**src/rtl/fsk_pdm_pkg.sv**
```systemverilog
package fsk_pdm_pkg;

    localparam int PHASE_W = 16;
    localparam int AMP_W   = 8;

    typedef enum logic [1:0] {
        PLAN_1300_2100 = 2'd0,
        PLAN_390_450   = 2'd1,
        PLAN_1270_1070 = 2'd2,
        PLAN_2225_2025 = 2'd3
    } plan_e;

    typedef struct packed {
        logic [AMP_W-1:0] pos;
        logic [AMP_W-1:0] vel;
    } osc_t;

    localparam logic [AMP_W-1:0] POS_INIT = AMP_W'(-4);
    localparam logic [AMP_W-1:0] VEL_INIT = AMP_W'(-8);
    localparam logic [AMP_W-1:0] MID_LVL  = AMP_W'(1 << (AMP_W - 1));

    function automatic logic [PHASE_W-1:0] freq_word(plan_e plan, logic mark);
        logic [PHASE_W-1:0] w;
        case (plan)
            PLAN_1300_2100: w = mark ? 16'h22B7 : 16'h3815;
            PLAN_390_450:   w = mark ? 16'h0A6A : 16'h0C04;
            PLAN_1270_1070: w = mark ? 16'h21EA : 16'h1C93;
            default:        w = mark ? 16'h3B6B : 16'h3614;
        endcase
        return w;
    endfunction

    function automatic logic [AMP_W-1:0] bias_level(logic en, logic [AMP_W-1:0] pos);
        return en ? AMP_W'(pos + MID_LVL) : MID_LVL;
    endfunction

endpackage

```
**src/rtl/fsk_strobe_div.sv**
```systemverilog
module fsk_strobe_div #(
    parameter int DIV = 163
) (
    input  logic clk,
    input  logic rst,
    output logic stb
);
    localparam int CW = (DIV > 1) ? $clog2(DIV) : 1;
    localparam logic [CW-1:0] LAST = CW'(DIV - 1);

    logic [CW-1:0] cnt;

    assign stb = (cnt == LAST);

    always_ff @(posedge clk) begin
        if (rst)      cnt <= '0;
        else if (stb) cnt <= '0;
        else          cnt <= cnt + 1'b1;
    end

    generate
        if (DIV > 1) begin : g_chk
            // strobes never come on two cycles in a row
            a_r1_strobe_spacing: assert property (@(posedge clk) disable iff (rst)
                stb |=> !stb);
        end
    endgenerate

endmodule

```
**src/rtl/fsk_phase_osc.sv**
```systemverilog
module fsk_phase_osc
    import fsk_pdm_pkg::*;
(
    input  logic               clk,
    input  logic               rst,
    input  logic               advance,
    input  logic [PHASE_W-1:0] word,
    output logic [AMP_W-1:0]   pos
);
    logic [PHASE_W-1:0] phase;
    logic [PHASE_W:0]   phase_sum;
    logic               step;
    osc_t               st;
    osc_t               st_next;

    assign phase_sum = {1'b0, phase} + {1'b0, word};
    assign step      = advance && phase_sum[PHASE_W];

    always_comb begin
        st_next = st;
        st_next.vel = st.pos[AMP_W-1] ? AMP_W'(st.vel + 1'b1) : AMP_W'(st.vel - 1'b1);
        st_next.pos = AMP_W'(st.pos + st_next.vel);
    end

    always_ff @(posedge clk) begin
        if (rst) begin
            phase  <= '0;
            st.pos <= POS_INIT;
            st.vel <= VEL_INIT;
        end else if (advance) begin
            phase <= phase_sum[PHASE_W-1:0];
            if (step) st <= st_next;
        end
    end

    assign pos = st.pos;

    // a step moves the velocity by exactly one
    a_r3_vel_unit: assert property (@(posedge clk) disable iff (rst)
        step |=> ((st.vel == AMP_W'($past(st.vel) + 1'b1)) ||
                  (st.vel == AMP_W'($past(st.vel) - 1'b1))));
    // new position is old position plus new velocity
    a_r3_pos_sum: assert property (@(posedge clk) disable iff (rst)
        step |=> (st.pos == AMP_W'($past(st.pos) + st.vel)));
    // no advance, no change of oscillator state
    a_r8_frozen: assert property (@(posedge clk) disable iff (rst)
        !advance |=> ($stable(phase) && $stable(st)));

endmodule

```
**src/rtl/fsk_pdm_mod.sv**
```systemverilog
module fsk_pdm_mod #(
    parameter int W = 8
) (
    input  logic         clk,
    input  logic         rst,
    input  logic         stb,
    input  logic [W-1:0] level,
    output logic         pdm_out
);
    logic [W-1:0] acc;
    logic [W:0]   sum;

    assign sum = {1'b0, acc} + {1'b0, level};

    always_ff @(posedge clk) begin
        if (rst) begin
            acc     <= '0;
            pdm_out <= 1'b0;
        end else if (stb) begin
            acc     <= sum[W-1:0];
            pdm_out <= sum[W];
        end
    end

    // output only moves on strobe edges
    a_r5_hold: assert property (@(posedge clk) disable iff (rst)
        !stb |=> $stable(pdm_out));
    // a full-scale level of zero never yields a pulse
    a_r5_zero_level: assert property (@(posedge clk) disable iff (rst)
        (stb && level == '0) |=> !pdm_out);

endmodule

```
**src/rtl/fsk_pdm_gen.sv**
```systemverilog
module fsk_pdm_gen
    import fsk_pdm_pkg::*;
#(
    parameter int STROBE_DIV = 163
) (
    input  logic       clk,
    input  logic       rst,
    input  logic       tone_en,
    input  logic       data_bit,
    input  logic [1:0] mode_sel,
    output logic [7:0] tone_level,
    output logic       pdm_out
);
    logic               stb;
    logic [PHASE_W-1:0] word;
    logic [AMP_W-1:0]   pos;

    fsk_strobe_div #(.DIV(STROBE_DIV)) u_div (
        .clk (clk),
        .rst (rst),
        .stb (stb)
    );

    assign word = freq_word(plan_e'(mode_sel), data_bit);

    fsk_phase_osc u_osc (
        .clk     (clk),
        .rst     (rst),
        .advance (stb && tone_en),
        .word    (word),
        .pos     (pos)
    );

    assign tone_level = bias_level(tone_en, pos);

    fsk_pdm_mod #(.W(AMP_W)) u_mod (
        .clk     (clk),
        .rst     (rst),
        .stb     (stb),
        .level   (tone_level),
        .pdm_out (pdm_out)
    );

    // with the tone off the level is mid-scale
    a_r8_midscale: assert property (@(posedge clk) disable iff (rst)
        !tone_en |-> (tone_level == 8'd128));

endmodule

```
**config.mk**
```make
export PLATFORM = sky130hd
export DESIGN_NAME = fsk_pdm_gen
export DESIGN_NICKNAME = d
export VERILOG_FILES = /design/src/rtl/fsk_pdm_pkg.sv /design/src/rtl/fsk_strobe_div.sv /design/src/rtl/fsk_phase_osc.sv /design/src/rtl/fsk_pdm_mod.sv /design/src/rtl/fsk_pdm_gen.sv
export SDC_FILE = /design/constraint.sdc
export NUM_CORES = 1
export LEC_CHECK = 0
export BUFFER_PORTS_ARGS = -buffer_cell sky130_fd_sc_hd__clkbuf_2
export CAP_MARGIN = 25
export CORE_UTILIZATION = 40
export CTS_CLUSTER_SIZE = 16
export DETAILED_ROUTE_END_ITERATION = 16
export GPL_TIMING_DRIVEN = 0
export HOLD_SLACK_MARGIN = 0.03
export PLACE_DENSITY = 0.61
export RECOVER_POWER = 50
export SYNTH_ARGS = -nofsm -noshare
export SYNTH_HDL_FRONTEND = slang
export SYNTH_SLANG_ARGS = --single-unit
export TNS_END_PERCENT = 20
```
**constraint.sdc**
```tcl
create_clock -name clk -period 7 [get_ports clk]
set_clock_uncertainty 0.05 [all_clocks]
set_input_delay 0 -clock clk [delete_from_list [all_inputs] [get_ports clk]]
set_output_delay 0 -clock clk [all_outputs]
set_load 0.005 [all_outputs]
```
==> results.yml, run 1 <==
cells_and_area:
  final_layout_size_suffix_gt1_frac: 0.0536
  final_util: 0.451
  nets: 495
  antennaDiodeCount: 0
  area_growth_syn_to_layout_pct: 8.05
  final_cells: 553
worst_setup_path:
  startpoint_type: "flop"
  cp_max_fo: 7
  end_kind: "flop"
  arrival_ns: 3.33
  path_class: "reg -> reg"
  required_ns: 7.20
power_and_ir_drop:
  ir_drop_v: 0.0000682
  finalPower_uw: 530
  leakage_uw: 0.00160
  powerDensity_nw_per_um2: 141
drt:
  drcViolationCount: 0
  wl_per_cell_um: 14.1
  drt-total-wl_um: 7810
  via_count: 3027
  drtIter0Drc: 118
  vias_per_cell: 5.47
  drt-pass1-iter-count: 4
  antenna_left: 0
floorplanning:
  io_pins: 15
  core_um2: 8300
  die_w_um: 95.1
  die_h_um: 95.1
  fp-row-count: 33
  start_util: 0.418
  die_area_um2: 9040
sta:
  hold_violations: 0
  tns_ns: 0
  worstMarginPinSlew_ns: 0.574
  setup_violations: 0
  slew_headroom: 0.617
  maxSlewViolCount: 0
  fin_ws_ns: 3.87
  post-route-period-util: 0.448
  rsz0062_at_grt: "false"
  fin_crit_ns: 3.13
  fmaxAchievable_mhz: 319
synthesis:
  yosysTopAreaCell: "dfxtp_1"
  synth.avg_cell_area_um2: 8.06
  synth_nets: 477
  ys.flop_type: "dfxtp_1"
  synth_top_cells_by_count: "dfxtp_1 (49), nor2_1 (48), nand2_1 (46), ha_1 (37), a21oi_1 (34)"
  synth_area_um2: 3470
  seq_area_frac_synth: 0.283
  ys_ff_latch: 49
  syn_inst: 430
  yosysWarnings: 0
  synth.distinct_cells: 54
  synth_edf_count: 0
  synth_top_area_frac: 0.283
  async_flop_share: 0
  synthTopCellsByArea: "dfxtp_1 (28%), ha_1 (13%), xnor2_1 (5.6%)"
  synth_most_common_cell: "dfxtp_1"
clock_tree:
  cts_htree_levels: 2
  cts.clk_slew.worst_paths_ns: 0.09
  cts_resized: 0
  cts_hold_buf: 0
  post_cts_buffers: 0
  cts_buffers: 5
  cts_sinks: 49
  cts_tree: "done"
  clock_latency_ns: 0.31
  cts_buffer_depth: 2
  cts_root_buffer: "clkbuf_8"
global_routing:
  grtUsageTotal: 0.191
  antenna_found_initial: 0
  grt-ovfl-total: 0
  grt_max_degree: 15
  grt_pass1_wl_um: 13500
  grt_pass1_vias: 2951
run_status:
  status: "completed"
placement:
  dp.final_hpwl_um: 5910
  place_congestion: 0.816
  numPlacedInstances: 546
  dp_slack_ns: 3.87
  io_buffers: 11
flow_run:
  maxCapViolations: 0
hold_path:
  hold_class: "in -> reg"
[where the power goes]
part / internal, uW / total (uW) / switching, uW
clock: 104 / 202 / 98.2
combinational: 16.3 / 46.1 / 29.8
sequential: 280 / 282 / 1.57
[critical path, stage by stage (launching register included)]
cell	delay, ns
dfxtp_1	0.48
inv_1	0.22
ha_1	0.39
nor2b_1	0.14
o21ai_0	0.14
nand2b_1	0.11
xor2_1	0.18
ha_1	0.33
nand3_1	0.08
o211ai_1	0.22
o21a_1	0.18
o21a_1	0.11
o211ai_1	0.08
mux2i_1	0.18
mux2i_1	0.19
[metrics by stage]
stage          instance area [um^2]  hold WS (ns)
2_1_floorplan                  3470         0.212
3_3_place_gp                   3650         0.344
3_5_place_dp                   3650         0.344
4_1_cts                        3760         0.182
5_1_grt                        3750         0.205
6_report                       3750         0.177
[final timing paths]
kind / end / slack (ns) / cells after the start / from
worst max-delay path: u_osc.pos[7]$_SDFFE_PP1P_ / 3.87 / 14 / u_osc.pos[7]$_SDFFE_PP1P_
worst min register to register: u_mod.acc[0]$_SDFFE_PP0N_ / 0.41 / 2 / u_mod.acc[0]$_SDFFE_PP0N_
worst min-delay path: u_mod.acc[6]$_SDFFE_PP0N_ / 0.18 / 2 / rst
worst max register to register: u_osc.pos[7]$_SDFFE_PP1P_ / 3.87 / 14 / u_osc.pos[7]$_SDFFE_PP1P_
[routing by layer]
metal | track usage | share of wire | up-vias
li1 | - | - | 1558
met1 | 0.233 | 0.46 | 1405
met2 | 0.330 | 0.48 | 51
met3 | 0.0439 | 0.041 | 13
met4 | 0.0606 | 0.017 | 0
met5 | 0 | 0 | -
[logic make-up after synthesis]
kind of cell / Yosys count / synth area share
compound gates: 99 / 0.184
xor+xnor: 29 / 0.0733
fa+ha+maj: 41 / 0.157
buf+inv: 35 / 0.0408
flops: 49 / 0.283
mux: 11 / 0.0321
simple gates: 166 / 0.230
[layout make-up]
type / instances / area (um^2)
fillers: 820 / 4550
multi-input cells: 346 / 2340
flip-flops and latches: 49 / 981
well taps: 105 / 131
inverters: 20 / 75.1
clock buffers: 5 / 68.8
plain buffers: 15 / 65.1
repair buffers: 11 / 53.8
clock inverters: 2 / 35.0
[registers in the layout, summed over array words and instances, names as in the netlist]
signal and cells:
u_div.cnt 8, u_mod.acc 8, u_mod.pdm_out 1, u_osc.phase 16, u_osc.pos 8, u_osc.st 8
[layout by cell type (no fill, tap or decap), types with 5 or more instances in the layout]
master	count
xnor2_1	22
ha_1	37
nand3_1	20
a21o_1	7
nand2_1	47
nor2_1	48
inv_1	19
clkbuf_1	14
nand4_1	5
nor3_1	8
and2_0	7
o211ai_1	8
dfxtp_1	49
mux2i_1	10
a21oi_1	34
clkbuf_2	10
and3_1	6
o21ai_0	15
xor2_1	7
o21a_1	10
clkbuf_8	5
Note: power is estimated with default switching activity, not from simulation.
==> run 2: changes to the inputs <==
- PLACE_DENSITY: 0.61 -> 0.63
- clock period: 7 -> 2.7 ns (I/O delays scaled with it)
==> run 2 against run 1 <==
- combinational power rose to 2.6 times the previous value
- sequential cell count stayed put
- via count is 1.1% higher
- highest routed layer unchanged
- final area grew 5.4%
- non-clock buffer count rose by 12
- sequential share of layout area down 1.2 points
- total power increased to 2.6 times the previous value
- critical path depth down 1
- register-to-register slack worse by 4.0 ns
- clock power grew to 2.7 times the previous value
- the run now ends with negative setup slack left
==> results.yml, run 2 (synthesized netlist as in run 1, its figures left out) <==
run_status:
  violations: "negative setup slack"
  status: "complete, but fails checks"
power_and_ir_drop:
  leakage_uw: 0.00168
  p_seq_frac: 0.521
  powerDensity_nw_per_um2: 354
  finalPower_uw: 1400
  p_switching_uw: 355
  p_comb_frac: 0.087
  switching_share: 0.253
  ir_drop_v: 0.000269
  p_int_uw: 1050
  power_frac_clock: 0.392
floorplanning:
  fp-row-count: 33
  die_h_um: 95.1
  start_util: 0.418
  die_w_um: 95.1
  die_area_um2: 9040
  core_um2: 8300
  io_pins: 15
worst_setup_path:
  cp_max_fo: 4
  crit_chain: "fa_2 -> nor2b_1 -> o21ai_1 -> nand2b_1 -> xor2_2 -> ha_4 -> nand2_1 -> o211ai_1 -> o21a_1 -> o21a_1 -> o211ai_1 -> mux2i_1 -> mux2i_1"
  end_kind: "flop"
  max_stage_delay_ns: 0.41
  arrival_ns: 2.96
  crit_slowest_cell: "fa_2"
  startpoint_type: "flop"
  path_class: "reg -> reg"
  required_ns: 2.86
sta:
  slew_headroom: 0.607
  fin_crit_ns: 2.80
  maxSlewViolCount: 0
  tns_ns: -0.103
  hold_violations: 0
  setup_violations: 1
  fin_ws_ns: -0.103
  post-route-period-util: 1.04
  fmaxAchievable_mhz: 357
  worstMarginPinSlew_ns: 0.590
  rsz0062_at_grt: "true"
drt:
  vias_per_cell: 5.40
  drcViolationCount: 0
  wl_per_cell_um: 14.4
  antenna_left: 0
  drt-total-wl_um: 8130
  drt-pass1-iter-count: 4
  via_count: 3059
  drtIter0Drc: 85
global_routing:
  grt_pass1_wl_um: 13600
  grt_max_degree: 17
  grt_pass1_vias: 3029
  antenna_found_initial: 0
  grt-ovfl-total: 0
  grtUsageTotal: 0.193
clock_tree:
  cts_buffer_depth: 2
  cts.clk_slew.worst_paths_ns: 0.10
  cts_buffers: 5
  cts_tree: "done"
  cts_sinks: 49
  cts_hold_buf: 0
  clock_latency_ns: 0.31
  cts_root_buffer: "clkbuf_8"
  cts_htree_levels: 2
cells_and_area:
  most-common-layout-cells: "nor2_1 (48), nand2_1 (46), dfxtp_1 (46)"
  area_growth_syn_to_layout_pct: 13.9
  largest_register_ffs: 16
  antennaDiodeCount: 0
  top_register: "u_osc.phase"
  final_common_cell: "nor2_1"
  nets: 507
  final_layout_size_suffix_gt1_frac: 0.124
placement:
  place_congestion: 0.804
  dp.final_hpwl_um: 5990
  io_buffers: 11
hold_path:
  hold_class: "in -> reg"
flow_run:
  maxCapViolations: 0
-- run 2: what timing repair did --
item                                    4_1_cts  5_1_grt
endpoints found under the setup margin        2       14
pin swaps                                     5       18
resized for setup                             9       13
setup buffers                                 5        7
-- run 2: stage by stage --
| stage | hold WS (ns) | instance area (um^2) | setup WS, ns | utilization | std cells |
|---|---|---|---|---|---|
| floorplan | 0.212 | 3470 | 0.0507 | - | 430 |
| global placement | 0.341 | 3650 | -0.197 | 0.440 | 546 |
| detailed placement | 0.362 | 3650 | -0.254 | 0.440 | 546 |
| CTS | 0.186 | 3830 | -0.0873 | 0.462 | 559 |
| global route | 0.213 | 3950 | -0.261 | 0.476 | 566 |
| finish | 0.183 | 3950 | -0.103 | 0.476 | 566 |
-- run 2: power groups by stage --
stage | combinational [uW] | clock, uW | sequential, uW
2_1_floorplan | 86.6 | 0 | 746
6_report | 121 | 549 | 729
4_1_cts | 121 | 564 | 729
5_1_grt | 136 | 594 | 730
3_5_place_dp | 120 | 0 | 747
3_3_place_gp | 119 | 0 | 747
-- run 2: area by class of cell --
class                      instances  area, um^2
sequential                        49         987
multi-input combinational        346        2420
clock buffer                       5        68.8
buffer                            15        66.3
tap                              105         131
inverter                          20        82.6
clock inverter                     3        46.3
fill                             801        4350
timing repair buffer              23         145
-- run 2: worst max-delay path, delay by kind of cell (launching register included) --
kind | cells | cell delay [ns]
AO/OA/AOI/OAI | 5 | 0.79
XOR/XNOR | 1 | 0.23
flip-flops | 1 | 0.39
multiplexers | 2 | 0.23
AND/OR/NAND/NOR | 3 | 0.34
adder cells (fa/ha/maj) | 2 | 0.66
-- run 2: worst paths after layout --
check	start	to	slack, ns	cells after the start
min reg2reg	u_mod.acc[2]$_SDFFE_PP0N_	u_mod.acc[2]$_SDFFE_PP0N_	0.41	2
max reg2reg	u_osc.pos[7]$_SDFFE_PP1P_	u_osc.pos[7]$_SDFFE_PP1P_	-0.10	13
min	rst	u_mod.acc[6]$_SDFFE_PP0N_	0.18	2
max	u_osc.pos[7]$_SDFFE_PP1P_	u_osc.pos[7]$_SDFFE_PP1P_	-0.10	13
-- run 2: routing by layer --
| layer | wire length [um] | GRT usage | share of wire |
|---|---|---|---|
| met5 | 0 | 0 | 0 |
| met4 | 144 | 0.0631 | 0.018 |
| met3 | 289 | 0.0295 | 0.036 |
| met2 | 4030 | 0.347 | 0.50 |
| met1 | 3660 | 0.231 | 0.45 |
==> run 3: changes to the inputs <==
- ABC_AREA: unset -> 1
- SLEW_MARGIN: unset -> 30
==> run 3 against run 2 <==
- the flow finishes with violations (design-rule violations)
- sequential share of layout area decreased by 1.3 points
- first-iteration DRC count rose by 72%
- wire length grew 2.8%
- die area grew 5.4%
- sequential cell count is the same
- critical path depth is 2 higher
- non-clock buffer count down 10
- register-to-register slack improved by 0.25 ns
- worst hold slack got worse by 0.15 ns
- via count grew 8.9%
==> results.yml, run 3 <==
run_status:
  status: "complete, but fails checks"
  violations: "design-rule violations"
worst_setup_path:
  startpoint_type: "flop"
  arrival_ns: 2.75
  path_class: "reg -> reg"
  end_kind: "flop"
  r2r_cells: 15
  cp_max_fo: 3
  required_ns: 2.89
flow_run:
  maxCapViolations: 0
synthesis:
  syn_inst: 532
  ys.flop_type: "dfxtp_1"
  synth_top_cells_by_count: "nand2_1 (129), inv_1 (66), nor2_1 (54), dfxtp_1 (49), nand3_1 (43)"
  async_flop_share: 0
  synth_top_area_frac: 0.268
  synth_nets: 579
  synth.distinct_cells: 41
  yosysTopAreaCell: "dfxtp_1"
  synthTopCellsByArea: "dfxtp_1 (27%), nand2_1 (13%), ha_1 (13%)"
  ys_ff_latch: 49
  seq_area_frac_synth: 0.268
  synth_most_common_cell: "nand2_1"
  synth.avg_cell_area_um2: 6.88
  synth_edf_count: 0
  yosysWarnings: 0
  synth_area_um2: 3660
floorplanning:
  die_area_um2: 9530
  core_um2: 8810
  die_h_um: 97.6
  fp-row-count: 34
  die_w_um: 97.6
  start_util: 0.415
  io_pins: 15
cells_and_area:
  most-common-layout-cells: "nand2_1 (128), inv_1 (66), nor2_1 (54)"
  antennaDiodeCount: 0
  top_register: "u_osc.phase"
  final_cells: 667
  final_layout_size_suffix_gt1_frac: 0.122
  area_growth_syn_to_layout_pct: 13.6
  nets: 605
  finish.instance_area_um2: 4160
  final_common_cell: "nand2_1"
  largest_register_ffs: 16
drt:
  vias_per_cell: 4.99
  drt-pass1-iter-count: 11
  drt-total-wl_um: 8350
  drtIter0Drc: 146
  antenna_left: 0
  drcViolationCount: 2
  wl_per_cell_um: 12.5
  via_count: 3330
power_and_ir_drop:
  p_comb_frac: 0.081
  p_int_uw: 1140
  powerDensity_nw_per_um2: 361
  ir_drop_v: 0.000189
  power_frac_clock: 0.434
  p_switching_uw: 362
  p_seq_frac: 0.485
  switching_share: 0.242
  leakage_uw: 0.00211
global_routing:
  grtUsageTotal: 0.182
  grt-ovfl-total: 0
  grt_pass1_vias: 3082
  grt_pass1_wl_um: 14200
  antenna_found_initial: 0
  grt_max_degree: 17
placement:
  dp_slack_ns: -0.154
  dp.final_hpwl_um: 6260
  numPlacedInstances: 652
  io_buffers: 12
  place_congestion: 0.919
  place_area_um2: 3850
clock_tree:
  cts_buffers: 5
  cts_htree_levels: 2
  cts_sinks: 49
  cts_buffer_depth: 2
  cts_root_buffer: "clkbuf_8"
  cts_tree: "done"
  clock_latency_ns: 0.31
  cts.clk_slew.worst_paths_ns: 0.10
sta:
  fin_crit_ns: 2.56
  fmaxAchievable_mhz: 391
  slew_headroom: 0.568
  fin_ws_ns: 0.143
  maxSlewViolCount: 0
  worst_hold_slack_ns: 0.0350
  tns_ns: 0
  post-route-period-util: 0.947
  worstMarginPinSlew_ns: 0.645
  rsz0062_at_grt: "false"
  hold_violations: 0
  setup_violations: 0
hold_path:
  hold_depth: 4
  hold_class: "in -> reg"
## run 3: cell types whose count changed after synthesis, moves of 6 or more
cell      before  now
a21oi_1       34   41
and2_1        10    3
and3_1         6    0
clkbuf_1      12    4
inv_1         19   66
mux2i_1       10    0
nand2_1       46  129
nand3_1       20   43
nor2_1        48   54
nor3_1         8    1
o211ai_1       8    0
o21ai_0       15   24
xnor2_1       22    7
xor2_1         7   13
## run 3: metrics by stage
stage | utilization | total power, uW
after CTS | 0.459 | 1520
final | 0.472 | 1500
after global placement | 0.438 | 866
after detailed placement | 0.438 | 868
after global routing | 0.472 | 1570
after floorplan | - | 834
## run 3: per-layer routing
metal,part of all wire,wire (um),track usage,up-vias
met5,0,0,0,-
met4,0.0081,68,0.0373,0
met3,0.030,253,0.0288,6
met2,0.46,3870,0.303,45
met1,0.50,4170,0.247,1496
li1,-,-,-,1783
## run 3: final timing paths
kind / end / start / slack, ns
setup / recovery: u_osc.pos[7]$_SDFFE_PP1P_ / u_osc.pos[7]$_SDFFE_PP1P_ / 0.14
setup reg to reg: u_osc.pos[7]$_SDFFE_PP1P_ / u_osc.pos[7]$_SDFFE_PP1P_ / 0.14
hold reg to reg: u_mod.acc[3]$_SDFFE_PP0N_ / u_mod.acc[3]$_SDFFE_PP0N_ / 0.42
hold / removal: u_mod.acc[3]$_SDFFE_PP0N_ / rst / 0.03
## run 3: power by group through the flow
stage	logic (uW)	registers, uW	clock network [uW]
2_1_floorplan	88.6	745	0
3_3_place_gp	120	746	0
3_5_place_dp	122	746	0
4_1_cts	123	728	673
5_1_grt	138	729	698
6_report	121	728	651
## run 3: worst max-delay path, cell delays in order (launching register included)
cell and delay (ns):
dfxtp_4 0.38, buf_4 0.14, fa_2 0.36, or3_1 0.33
nand3_2 0.09, xor2_2 0.15, ha_1 0.29, nand2_2 0.11
inv_2 0.04, nand2_2 0.06, nand2_1 0.05, a21oi_1 0.11
nand3_1 0.12, nand3_1 0.11, nand2_1 0.05, nand3_1 0.05
## run 3: repair_timing
| action | CTS | global route |
|---|---|---|
| hold buffers | 0 | 0 |
| setup buffers | 1 | 6 |
| endpoints found under the setup margin | 2 | 3 |
| resized for setup | 7 | 22 |
| hold endpoints to repair | 0 | 0 |
| pin swaps | 0 | 11 |
## run 3: area by class of cell
type	count	area, um^2
clock inverter	3	68.8
clock buffer	5	68.8
timing repair buffer	19	111
sequential	49	986
buffer	9	52.6
inverter	70	275
fill	898	4650
tap	108	135
multi-input combinational	404	2460
## run 3: cell families (layout without fill, tap and decap cells)
logic type                 Yosys count  in the layout  synth area share
buffers and inverters               79            106            0.0882
and+or+nand+nor                    249            249             0.302
AOI/OAI and AO/OA                   94             94             0.146
xor gates and xnor gates            20             20            0.0479
adders and majority gates           41             41             0.148
DFF                                 49             49             0.268
